[config.mk]
export PLATFORM = sky130hd
export DESIGN_NAME = tdm_loopback_sel
export DESIGN_NICKNAME = d
export VERILOG_FILES = /design/src/rtl/tdm_lb_pkg.sv /design/src/rtl/tdm_lb_timing.sv /design/src/rtl/tdm_lb_codegen.sv /design/src/rtl/tdm_lb_mux.sv /design/src/rtl/tdm_loopback_sel.sv
export SDC_FILE = /design/constraint.sdc
export NUM_CORES = 1
export LEC_CHECK = 0
export ABC_AREA = 1
export BUFFER_PORTS_ARGS = -buffer_cell sky130_fd_sc_hd__buf_2
export CORE_MARGIN = 4
export CORE_UTILIZATION = 57
export DETAILED_ROUTE_END_ITERATION = 12
export MAX_ROUTING_LAYER = met4
export PLACE_DENSITY_LB_ADDON = 0.1
export SYNTH_ARGS = -nofsm -noshare
export SYNTH_HDL_FRONTEND = slang
export SYNTH_HIERARCHICAL = 1
export SYNTH_SLANG_ARGS = --single-unit
[constraint.sdc]
create_clock -name clk -period 2.5 [get_ports clk]
set_clock_uncertainty 0.05 [all_clocks]
set_input_delay 0.25 -clock clk [delete_from_list [all_inputs] [get_ports clk]]
set_output_delay 0.25 -clock clk [all_outputs]
set_load 0.05 [all_outputs]
[src/rtl/tdm_lb_pkg.sv]
package tdm_lb_pkg;
  typedef enum logic [1:0] {
    LB_NORMAL  = 2'b00,
    LB_PAYLOAD = 2'b01,
    LB_ACT     = 2'b10,
    LB_DEACT   = 2'b11
  } lb_mode_e;
endpackage

[src/rtl/tdm_lb_timing.sv]
module tdm_lb_timing #(
  parameter int SLOT_BITS     = 8,
  parameter int SLOTS         = 32,
  parameter int FIRST_SLOT    = 1,
  parameter int PAYLOAD_SLOTS = 24
) (
  input  logic clk,
  input  logic rst_n,
  input  logic fp_i,
  output logic payload_o
);
  localparam int FRAME_BITS = SLOTS * SLOT_BITS;
  localparam int CW         = $clog2(FRAME_BITS);
  localparam int PAY_LO     = FIRST_SLOT * SLOT_BITS;
  localparam int PAY_HI     = PAY_LO + PAYLOAD_SLOTS * SLOT_BITS - 1;

  logic [CW-1:0] cnt_q, pos;

  always_comb begin
    if (fp_i || cnt_q == CW'(FRAME_BITS - 1)) pos = '0;
    else                                      pos = cnt_q + 1'b1;
  end

  assign payload_o = (pos >= CW'(PAY_LO)) && (pos <= CW'(PAY_HI));

  always_ff @(posedge clk) begin
    if (!rst_n) cnt_q <= '0;
    else        cnt_q <= pos;
  end


  frame_restart_chk: assert property (@(posedge clk) disable iff (!rst_n)
    fp_i |=> (cnt_q == '0));
endmodule

[src/rtl/tdm_lb_codegen.sv]
module tdm_lb_codegen #(
  parameter int ACT_LEN   = 5,
  parameter int DEACT_LEN = 3
) (
  input  logic clk,
  input  logic rst_n,
  input  logic restart_i,
  input  logic adv_i,
  input  logic deact_i,
  output logic code_o
);
  localparam int MAXL = (ACT_LEN > DEACT_LEN) ? ACT_LEN : DEACT_LEN;
  localparam int PW   = (MAXL > 2) ? $clog2(MAXL) : 1;

  logic [PW-1:0] ph_q, last;

  assign last   = deact_i ? PW'(DEACT_LEN - 1) : PW'(ACT_LEN - 1);
  assign code_o = adv_i && (ph_q == last);

  always_ff @(posedge clk) begin
    if (!rst_n)         ph_q <= '0;
    else if (restart_i) ph_q <= '0;
    else if (adv_i)     ph_q <= (ph_q == last) ? '0 : ph_q + 1'b1;
  end


  phase_range_chk: assert property (@(posedge clk) disable iff (!rst_n)
    adv_i |-> (ph_q <= last));


  phase_restart_chk: assert property (@(posedge clk) disable iff (!rst_n)
    restart_i |=> (ph_q == '0));
endmodule

[src/rtl/tdm_lb_mux.sv]
module tdm_lb_mux
  import tdm_lb_pkg::*;
(
  input  logic     clk,
  input  logic     rst_n,
  input  logic     payload_i,
  input  lb_mode_e mode_i,
  input  logic     sys_i,
  input  logic     rx_i,
  input  logic     code_i,
  output logic     data_o
);
  logic nxt;

  always_comb begin
    if (!payload_i) nxt = 1'b1;
    else begin
      unique case (mode_i)
        LB_NORMAL:  nxt = sys_i;
        LB_PAYLOAD: nxt = rx_i;
        default:    nxt = code_i;
      endcase
    end
  end

  always_ff @(posedge clk) begin
    if (!rst_n) data_o <= 1'b1;
    else        data_o <= nxt;
  end
endmodule

[src/rtl/tdm_loopback_sel.sv]
module tdm_loopback_sel
  import tdm_lb_pkg::*;
#(
  parameter int SLOT_BITS     = 8,
  parameter int SLOTS         = 32,
  parameter int FIRST_SLOT    = 1,
  parameter int PAYLOAD_SLOTS = 24,
  parameter int ACT_LEN       = 5,
  parameter int DEACT_LEN     = 3
) (
  input  logic       clk,
  input  logic       rst_n,
  input  logic       frame_pulse_i,
  input  logic       sys_data_i,
  input  logic       rx_data_i,
  input  logic [1:0] lb_ctl_i,
  output logic       tx_data_o
);
  lb_mode_e mode_q, ctl;
  logic     payload, restart, code_bit;

  assign ctl     = lb_mode_e'(lb_ctl_i);
  assign restart = frame_pulse_i && (ctl != mode_q);

  always_ff @(posedge clk) begin
    if (!rst_n)             mode_q <= LB_NORMAL;
    else if (frame_pulse_i) mode_q <= ctl;
  end

  tdm_lb_timing #(
    .SLOT_BITS(SLOT_BITS), .SLOTS(SLOTS),
    .FIRST_SLOT(FIRST_SLOT), .PAYLOAD_SLOTS(PAYLOAD_SLOTS)
  ) u_timing (
    .clk(clk), .rst_n(rst_n), .fp_i(frame_pulse_i), .payload_o(payload)
  );

  tdm_lb_codegen #(.ACT_LEN(ACT_LEN), .DEACT_LEN(DEACT_LEN)) u_code (
    .clk(clk), .rst_n(rst_n), .restart_i(restart),
    .adv_i(payload && mode_q[1]), .deact_i(mode_q == LB_DEACT),
    .code_o(code_bit)
  );

  tdm_lb_mux u_mux (
    .clk(clk), .rst_n(rst_n), .payload_i(payload), .mode_i(mode_q),
    .sys_i(sys_data_i), .rx_i(rx_data_i), .code_i(code_bit),
    .data_o(tx_data_o)
  );


  idle_high_chk: assert property (@(posedge clk) disable iff (!rst_n)
    !payload |=> tx_data_o);


  normal_path_chk: assert property (@(posedge clk) disable iff (!rst_n)
    (payload && mode_q == LB_NORMAL) |=> (tx_data_o == $past(sys_data_i)));


  loop_path_chk: assert property (@(posedge clk) disable iff (!rst_n)
    (payload && mode_q == LB_PAYLOAD) |=> (tx_data_o == $past(rx_data_i)));


  mode_hold_chk: assert property (@(posedge clk) disable iff (!rst_n)
    !frame_pulse_i |=> $stable(mode_q));
endmodule

# --- Word level (Yosys, flattened, before mapping) ---
# Index checks and enable logic that the tools add are counted.
totals:
  out_inout_bits: 1
  reg_bits: 14
  in_bits: 7
  wordCells: 26
classes:
  mux: 4
  bitwise: 1
  order_cmp: 2
  eq_ne: 5
  reduce_logical: 8
  add_sub_neg: 2
op_table:
  columns: ["operator", "n"]
  rows:
  - ["8-bit by 1-bit adder with 8-bit output, second input constant", 1]
  - ["8-bit equality test, second input constant", 1]
  - ["8-bit by 4-bit >= comparator with 1-bit output, second input constant", 1]
  - ["8-bit less-or-equal comparator, second input constant", 1]
  - ["8-bit 2-to-1 mux", 1]
  - ["3-bit 2-to-1 mux", 2]
  - ["1-bit logical AND", 4]
  - ["3-bit by 1-bit adder with 3-bit output, second input constant", 1]
  - ["3-bit equality test", 1]
  - ["2-bit by 1-bit equality test with 1-bit output, second input constant", 1]
  - ["2-bit equality test, second input constant", 1]
  - ["2-bit zero test", 1]
  - ["2-bit != test", 1]
  - ["1-bit case mux with 2 select lines", 1]
  - ["2-bit AND reduction", 1]
  - ["2-bit OR reduction", 1]
  - ["1-bit logical OR", 1]
  - ["1-bit inverter", 1]

# --- Logic depth before layout (Yosys ltp) ---
# Gate-level depths: netlist of run 1.
logic_depth:
  depth_word: 8
  ltp_mapped: 18
  mapped_depth_nobuf: 18

# --- Hierarchy ---
# The synthesis of run 1 kept the hierarchy.
modules_own_cells:
  columns: ["module", "area_each_um2", "n_inst", "seq_area_each_um2", "cells_per_inst"]
  rows:
  - ["tdm_lb_timing", 510.5, 1, 160.2, 78]
  - ["tdm_lb_codegen", 209.0, 1, 60.1, 31]
  - ["tdm_loopback_sel", 125.1, 1, 40.0, 22]
  - ["tdm_lb_mux", 60.1, 1, 20.0, 11]

# --- Worst setup path before layout of run 1 ---
# Ideal clock, no wire load.
synth_path:
  kind: "register to register"
  start: "reg u_timing.cnt_q[0]"
  end: "reg u_mux.data_o"
  period_less_slack_ns: 1.841
  t_required_ns: 2.335
  setup_time_ns: 0.115
  arrival_ns: 1.676
  setup_slack_ns: 0.659
  path_buffers: 0
  stages_incl_launch_ff: 19
  path_cell_list: "dfxtp_1 > ha_1 > nand2_2 > nor2_4 > nand2_2 > nand2_2 > nand2_2 > inv_2 > nand2_1 > nand2_1 > nand2_1 > nand2_1 > inv_1 > inv_2 > nor2_2 > nand3_2 > inv_1 > a21oi_1 > nand2_1"
synth_between:
  elab_chain_len: 8
  elab_cells_between_ends: 11
  cone_classes: "1 x add/sub; 2 x order compare; 1 x eq/ne; 2 x mux; 5 x reduce/logical"
synth_lines:
  columns: ["element", "line_no", "text"]
  rows:
  - ["from (decl)", "tdm_lb_timing.sv:17", "logic [CW-1:0] cnt_q, pos;"]
  - ["from (signal assigned)", "tdm_lb_timing.sv:28", "else cnt_q <= pos;"]
  - ["branches (longest 2 deep; another with 8-bit by 1-bit adder with 8-bit output)", null, null]
  - ["8-bit 2-to-1 mux *", "tdm_lb_timing.sv:20", "if (fp_i || cnt_q == CW'(FRAME_BITS - 1)) pos = '0;"]
  - ["8-bit by 4-bit >= comparator with 1-bit output or 8-bit less-or-equal comparator (tied branches)", "tdm_lb_timing.sv:24", "assign payload_o = (pos >= CW'(PAY_LO)) && (pos <= CW'(PAY_HI));"]
  - ["1-bit logical AND *", "tdm_lb_timing.sv:24", null]
  - ["net payload", "tdm_loopback_sel.sv:20", "logic payload, restart, code_bit;"]
  - ["1-bit logical AND *", "tdm_loopback_sel.sv:39", ".adv_i(payload && mode_q[1]), .deact_i(mode_q == LB_DEACT),"]
  - ["1-bit logical AND *", "tdm_lb_codegen.sv:18", "assign code_o = adv_i && (ph_q == last);"]
  - ["net code_bit", "tdm_loopback_sel.sv:20", null]
  - ["1-bit case mux with 2 select lines *", "tdm_lb_mux.sv:18", "unique case (mode_i)"]
  - ["to (signal assigned)", "tdm_lb_mux.sv:28", "else data_o <= nxt;"]
  - ["to (decl)", "tdm_lb_mux.sv:11", "output logic data_o"]
# Mark *: on every way through the listed nets, which the timed path passes.
# A chain may end at the register's enable or synchronous reset.

# --- Worst setup path in the final report of run 1 ---
layout_path:
  start: "reg u_timing.cnt_q[1]"
  end: "reg u_mux.data_o"
# Same word-level chain as after synthesis.

==> impl_metrics.ini, run 1 <==
[status]
status = complete, no violations

[pwr]
internal_power_uw = 330.1
clkPwrFrac_pct = 38.3
p_sw_share_pct = 24.80
switching_power_uw = 108.9
power_density_nw_per_um2 = 440.8
p_seq_share_pct = 52.9
vdd_drop_max_mv = 0.3057
power.leakage_uw = 0.0005184
p_comb_share_pct = 8.8

[synth]
yosysWarnings = 6
seq_area_frac_synth_pct = 30.98
ys_ff_latch = 14
synth_edf_count = 0
synthFlopType = dfxtp_1
yosysUniqueCellTypes = 21
async_flop_share_pct = 0
ys_top_cells_by_area = dfxtp_1 (31%), nand2_1 (17%), inv_1 (10%)
syn-num-nets = 151
synth_top_area_share_pct = 30.98
syn_area_per_cell_um2 = 6.371
yosys.area.top_type = dfxtp_1
synthTopCellsByCount = nand2_1 (41), inv_1 (25), dfxtp_1 (14)
syn_inst = 142
yosysMostFrequentCell = nand2_1
syn-cell-area_um2 = 904.6

[drt]
detail_route.wirelength_um = 1714
met3WireLength_um = 95
routed.top_layer = met4
ant_nets = 0
vias_per_cell = 4.858
drt_iter0_drc = 22
m1WireLength_um = 824
wl_per_cell_um = 10.14
wl_met2_um = 770
drcViolationCount = 0
drt_pass1_iterations = 4
dr_total_vias = 821

[timing]
finalMaxSlewViolations = 0
hold_viol = 0
finalSetupViolCount = 0
holdWs_ns = 0.1713
post-route-period-util_pct = 82.89
fmax_mhz = 482.6
worstMarginPinSlew_ns = 0.2517
rsz0062_at_grt = no
min_period_ns = 2.072
relSlewSlack_pct = 83.22
fin_setup_tns_ns = 0

[critical_path]
critPathLaunchType = flop
cp_max_fo = 4
r2r_cells = 18
cp.arrival_ns = 2.21
crit_type = flop to flop
path_common_cell = nand2_1
slowest_stage = dfxtp_1
end_kind = flop
required_ns = 2.64
crit_chain = ha_1 -> nand2_2 -> nor2_4 -> nand2_2 -> nand2_2 -> nand2_2 -> inv_2 -> nand2_1 -> nand2_1 -> nand2_1 -> nand2_1 -> inv_1 -> inv_2 -> nor2_2 -> nand3_2 -> inv_1 -> a21oi_1 -> nand2_1
critical_path.max_stage_delay_ns = 0.40

[placement]
gp_congestion = 0.8361
dp_hpwl_um = 1341
detailed_place.area_um2 = 959.7
port_buffers = 7

[clocking]
cts_buffer_depth = 2
cts_root_buffer = clkbuf_4
cts_hold_buf = 0
postCtsResizedCells = 0
cts_tree = built
clock_sinks = 14
clkLatencyLatePin_ns = 0.28
htreeDepth = 1
cts.clk_slew.worst_paths_ns = 0.09
cts_buffers = 3
post-cts-setup-buffers = 0

[flow_run]
drv_cap = 0

[floorplanning]
fp.dieH_um = 47.84
core_um2 = 1506
initial_core_util_pct = 60.05
ios = 8
rows = 14
die_x_um = 47.84
die-area_um2 = 2288

[global_route]
grt_usage_pct = 19.20
antenna_found_initial = 0
grt_pass1_vias = 730
grt_max_degree = 9
grt_first_pass_wirelength_um = 2911
overflow = 0

[worst_hold_path]
worstHoldPathType = primary input to flop
hold_path_depth = 3

[final_layout]
multiInputGateArea_um2 = 508.0
synthToLayoutAreaGrowth_pct = 10.10
stdcell_area_um2 = 996.0
antennaDiodeCount = 0
regArea_um2 = 280.3
fin_nets = 163
n_fill_cell = 143
drive_gt1_share_pct = 24.84
## power by group through the flow
stage / clock network (µW) / logic (µW) / registers (µW)
finish: 168 / 38.7 / 232
global route: 184 / 44.4 / 233
CTS: 173 / 39.0 / 232
detailed placement: 0 / 38.6 / 237
global placement: 0 / 37.0 / 237
floorplan: 0 / 27.2 / 236
## stage by stage
stage | total power, µW | cells | util [%] | setup WS, ns
final | 439.0 | 169 | 66.11 | 0.4278
after global placement | 274.2 | 165 | 63.70 | 0.5459
after global routing | 461.6 | 169 | 66.11 | 0.2147
after floorplan | 263.3 | 142 | - | 0.6593
after CTS | 444.7 | 169 | 66.11 | 0.4348
after detailed placement | 276.1 | 165 | 63.70 | 0.4609
## sequential cells by signal, indices dropped and copies added (netlist names)
register / flops
u_timing/cnt_q: 8
mode_q: 2
u_mux/data_o: 1
u_code/ph_q: 3
## critical path: cells and delay by family (launching register included)
family                     cells  cell delay [ns]
AOI/OAI and AO/OA              1             0.14
DFF                            1             0.40
buffers and inverters          4             0.26
and+or+nand+nor               12             0.88
adders and majority gates      1             0.23
## logic make-up after synthesis
group	share of synthesized area [%]
AO/OA/AOI/OAI	8.160
XOR/XNOR	0.9684
adder cells (fa/ha/maj)	2.766
buffers and inverters	12.86
flip-flops	30.98
AND/OR/NAND/NOR	44.26
## placed cells by master, fill, tap and decap left out, drive strengths merged
cell    Yosys  routed
nand4       1       1
xnor2       1       1
nor2       19      19
clkbuf      0       4
o21ai       5       5
dfxtp      14      14
inv        31      31
ha          2       2
nor3        2       2
buf         0       7
nand3       9       9
a21oi       6       6
o21bai      1       1
nand2      51      51
## area by class of cell
cell class / count / share of cell area, %
inverters: 31 / 11.68
well taps: 16 / 2.010
flip-flops and latches: 14 / 28.14
multi-input cells: 97 / 51.01
repair buffers: 7 / 3.518
clock buffers: 4 / 3.643
## per-layer routing
layer	up-vias	GRT usage [%]
li1	448	-
met1	347	23.37
met2	22	29.29
met3	4	5.639
met4	0	8.065
met5	-	-
## path summary, 6_finish.rpt
path	start	end	slack, ns
worst max-delay path	u_timing/cnt_q[1]$_SDFF_PN0_	u_mux/data_o$_SDFF_PN1_	0.43
worst min-delay path	lb_ctl_i[0]	mode_q[0]$_SDFFE_PN0P_	0.17
worst max register to register	u_timing/cnt_q[1]$_SDFF_PN0_	u_mux/data_o$_SDFF_PN1_	0.43
worst min register to register	u_timing/cnt_q[0]$_SDFF_PN0_	u_timing/cnt_q[0]$_SDFF_PN0_	0.43
No activity file was read; power rests on OpenSTA's default activity.
==> run 2, diff against run 1 <==
--- a/config.mk
+++ b/config.mk
@@ -5,10 +5,10 @@
 export SDC_FILE = /design/constraint.sdc
 export NUM_CORES = 1
 export LEC_CHECK = 0
-export ABC_AREA = 1
+export ABC_AREA = 0
 export BUFFER_PORTS_ARGS = -buffer_cell sky130_fd_sc_hd__buf_2
 export CORE_MARGIN = 4
-export CORE_UTILIZATION = 57
+export CORE_UTILIZATION = 55
 export DETAILED_ROUTE_END_ITERATION = 12
 export MAX_ROUTING_LAYER = met4
 export PLACE_DENSITY_LB_ADDON = 0.1
==> constraint.sdc (replaced) <==
create_clock -name clk -period 2.09 [get_ports clk]
set_clock_uncertainty 0.05 [all_clocks]
set_input_delay 0.209 -clock clk [delete_from_list [all_inputs] [get_ports clk]]
set_output_delay 0.209 -clock clk [all_outputs]
set_load 0.05 [all_outputs]
==> run 2 against run 1 <==
The run now ends with setup timing left. Design area grew 1.5%. Sequential share of layout area grew 0.45 points. Register-to-register slack lost 0.50 ns. Routed wire length shrank 8.2%. Cell count shrank 31%. Die area shrank 9.9%. Non-clock buffer count grew 13. Via count shrank 22%. Area after synthesis shrank 15%. Synthesized cell count shrank 44%. Total power grew 14%. Critical path type unchanged. Critical endpoint is now u_code/ph_q[1]$_SDFFE_PP0P_. Largest cell class unchanged.
==> impl_metrics.ini, run 2 <==
[final_layout]
antennaDiodeCount = 0
regArea_um2 = 289.0
multiInputGateArea_um2 = 530.5
max_flop_register = u_timing/cnt_q
drive_gt1_share_pct = 43.14
n_fill_cell = 96
fin_cells = 117
final_cell_mix = buf_4 (13), dfxtp_1 (11), xnor2_1 (8), nor2_1 (8), buf_2 (7)
largest_register_ffs = 8
fin_nets = 112
final_common_cell = buf_4
synthToLayoutAreaGrowth_pct = 31.38
reg_top3 = u_timing/cnt_q (8), u_code/ph_q (3), mode_q (2)

[critical_path]
crit_type = flop to flop
required_ns = 2.24
crit_chain = and3_4 -> nand3_2 -> or3_4 -> a21oi_4 -> mux2_4 -> and2_4 -> mux2i_1 -> nor4b_2
critical_path.max_stage_delay_ns = 0.37
slowest_stage = dfxtp_4
cp.buffers_inverters = 0
critPathLaunchType = flop
cp_max_fo = 4
end_kind = flop
cp.arrival_ns = 2.31
crit_family = simple AND/OR/NAND/NOR gates

[timing]
min_period_ns = 2.158
worstMarginPinSlew_ns = 0.3976
hold_viol = 0
holdWs_ns = 0.1724
finalSetupViolCount = 4
finalMaxSlewViolations = 0
fin_setup_tns_ns = -0.1953
post-route-period-util_pct = 103.2
timing.final.ws_setup_ns = -0.06791
relSlewSlack_pct = 73.44
rsz0062_at_grt = yes
fmax_mhz = 463.4

[pwr]
power.leakage_uw = 0.0003597
power_density_nw_per_um2 = 494.5
vdd_drop_max_mv = 0.4299

[placement]
place_ws_ns = -0.1113
gp_congestion = 0.8003
dp.cells = 110
dp_hpwl_um = 1110
port_buffers = 7

[floorplanning]
fp.dieH_um = 45.41
die_x_um = 45.41
ios = 8
rows = 13
initial_core_util_pct = 58.40
core_um2 = 1318
die-area_um2 = 2062

[clocking]
clkLatencyLatePin_ns = 0.28
cts_root_buffer = clkbuf_4
htreeDepth = 1
cts_buffers = 3
cts.clk_slew.worst_paths_ns = 0.09
cts_buffer_depth = 2
clock_sinks = 14
cts_tree = built

[drt]
ant_nets = 0
drcViolationCount = 0
wl_per_cell_um = 13.44
dr_total_vias = 639
drt_pass1_iterations = 2
drt_iter0_drc = 8
vias_per_cell = 5.462
detail_route.wirelength_um = 1573

[synth]
seq_area_frac_synth_pct = 36.42
yosys.area.top_type = dfxtp_1
ys_ff_latch = 14
yosysUniqueCellTypes = 32
yosysMostFrequentCell = dfxtp_1
synthFlopType = dfxtp_1
yosysWarnings = 6
syn_area_per_cell_um2 = 9.619
async_flop_share_pct = 0
syn-num-nets = 89
synthTopCellsByCount = dfxtp_1 (14), nor2_1 (8), xnor2_1 (8)
syn_inst = 80
synth_edf_count = 0
ys_top_cells_by_area = dfxtp_1 (36%), xnor2_1 (9.1%), mux2i_1 (5.2%)
synth_top_area_share_pct = 36.42
syn-cell-area_um2 = 769.5

[global_route]
grt_pass1_vias = 662
overflow = 0
antenna_found_initial = 0
grt_usage_pct = 19.13
grt_max_degree = 9
grt_first_pass_wirelength_um = 2760

[status]
violations = setup timing
status = finished with violations

[flow_run]
drv_cap = 0

[worst_hold_path]
worstHoldPathType = primary input to flop
## run 2: cell count changes after synthesis, sizes merged, moves of 5 or more
cell	change
inv	-30
nand2	-47
nand3	-5
nor2	-11
xnor2	+7
## run 2: layer usage
layer | wire length, µm | GRT usage (%) | up-vias
met4 | 13 | 9.942 | 0
met3 | 37 | 2.372 | 2
met2 | 800 | 28.97 | 7
li1 | - | - | 328
met5 | 0 | - | -
met1 | 722 | 24.64 | 302
## run 2: worst paths after layout
kind | from | to | slack (ns) | cells past startpoint
max | u_timing/cnt_q[0]$_SDFF_PN0_ | u_code/ph_q[1]$_SDFFE_PP0P_ | -0.07 | 8
min | rx_data_i | u_mux/data_o$_SDFF_PN1_ | 0.17 | 3
min reg2reg | u_timing/cnt_q[0]$_SDFF_PN0_ | u_timing/cnt_q[0]$_SDFF_PN0_ | 0.40 | 1
max reg2reg | u_timing/cnt_q[0]$_SDFF_PN0_ | u_code/ph_q[1]$_SDFFE_PP0P_ | -0.07 | 8
## run 2: layout make-up
class | instances | share of cell area (%)
timing repair buffer | 20 | 13.12
clock buffer | 4 | 3.589
sequential | 14 | 28.59
inverter | 1 | 0.3713
multi-input combinational | 63 | 52.48
tap | 15 | 1.856
## run 2: kinds of logic after synthesis
logic type	share of synthesized area (%)
flops	36.42
simple gates	27.16
xor+xnor	12.52
compound gates	10.25
fa+ha+maj	3.252
buf+inv	3.252
mux	7.154
## run 2: power by group
| group | total, µW | internal, µW | switching, µW |
|---|---|---|---|
| Sequential | 275 | 269 | 5.97 |
| Combinational | 31.8 | 15.9 | 15.9 |
| Clock | 193 | 106 | 86.9 |
| Total | 500 | 391 | 109 |
## run 2: per-stage QoR
| step | cell area (µm²) | utilization [%] | total power [µW] |
|---|---|---|---|
| after floorplan | 793.3 | - | 299.5 |
| after global placement | 900.9 | 68.38 | 312.6 |
| after detailed placement | 900.9 | 68.38 | 314.0 |
| after CTS | 982.2 | 74.55 | 510.8 |
| after global routing | 1011 | 76.73 | 530.7 |
| final | 1011 | 76.73 | 499.9 |
## run 2: worst reg2reg max path, cell delays in order, from the launching register on
cell and delay, ns:
dfxtp_4 0.37, and3_4 0.21, nand3_2 0.09, or3_4 0.36
a21oi_4 0.15, mux2_4 0.32, and2_4 0.19, mux2i_1 0.13
nor4b_2 0.23
## run 2: timing repair
item / CTS / global route
hold buffers: 0 / 0
resized for setup: 5 / 5
buffers inserted: 2 / 1
setup endpoints to repair: 4 / 4
pin swaps: 6 / 4
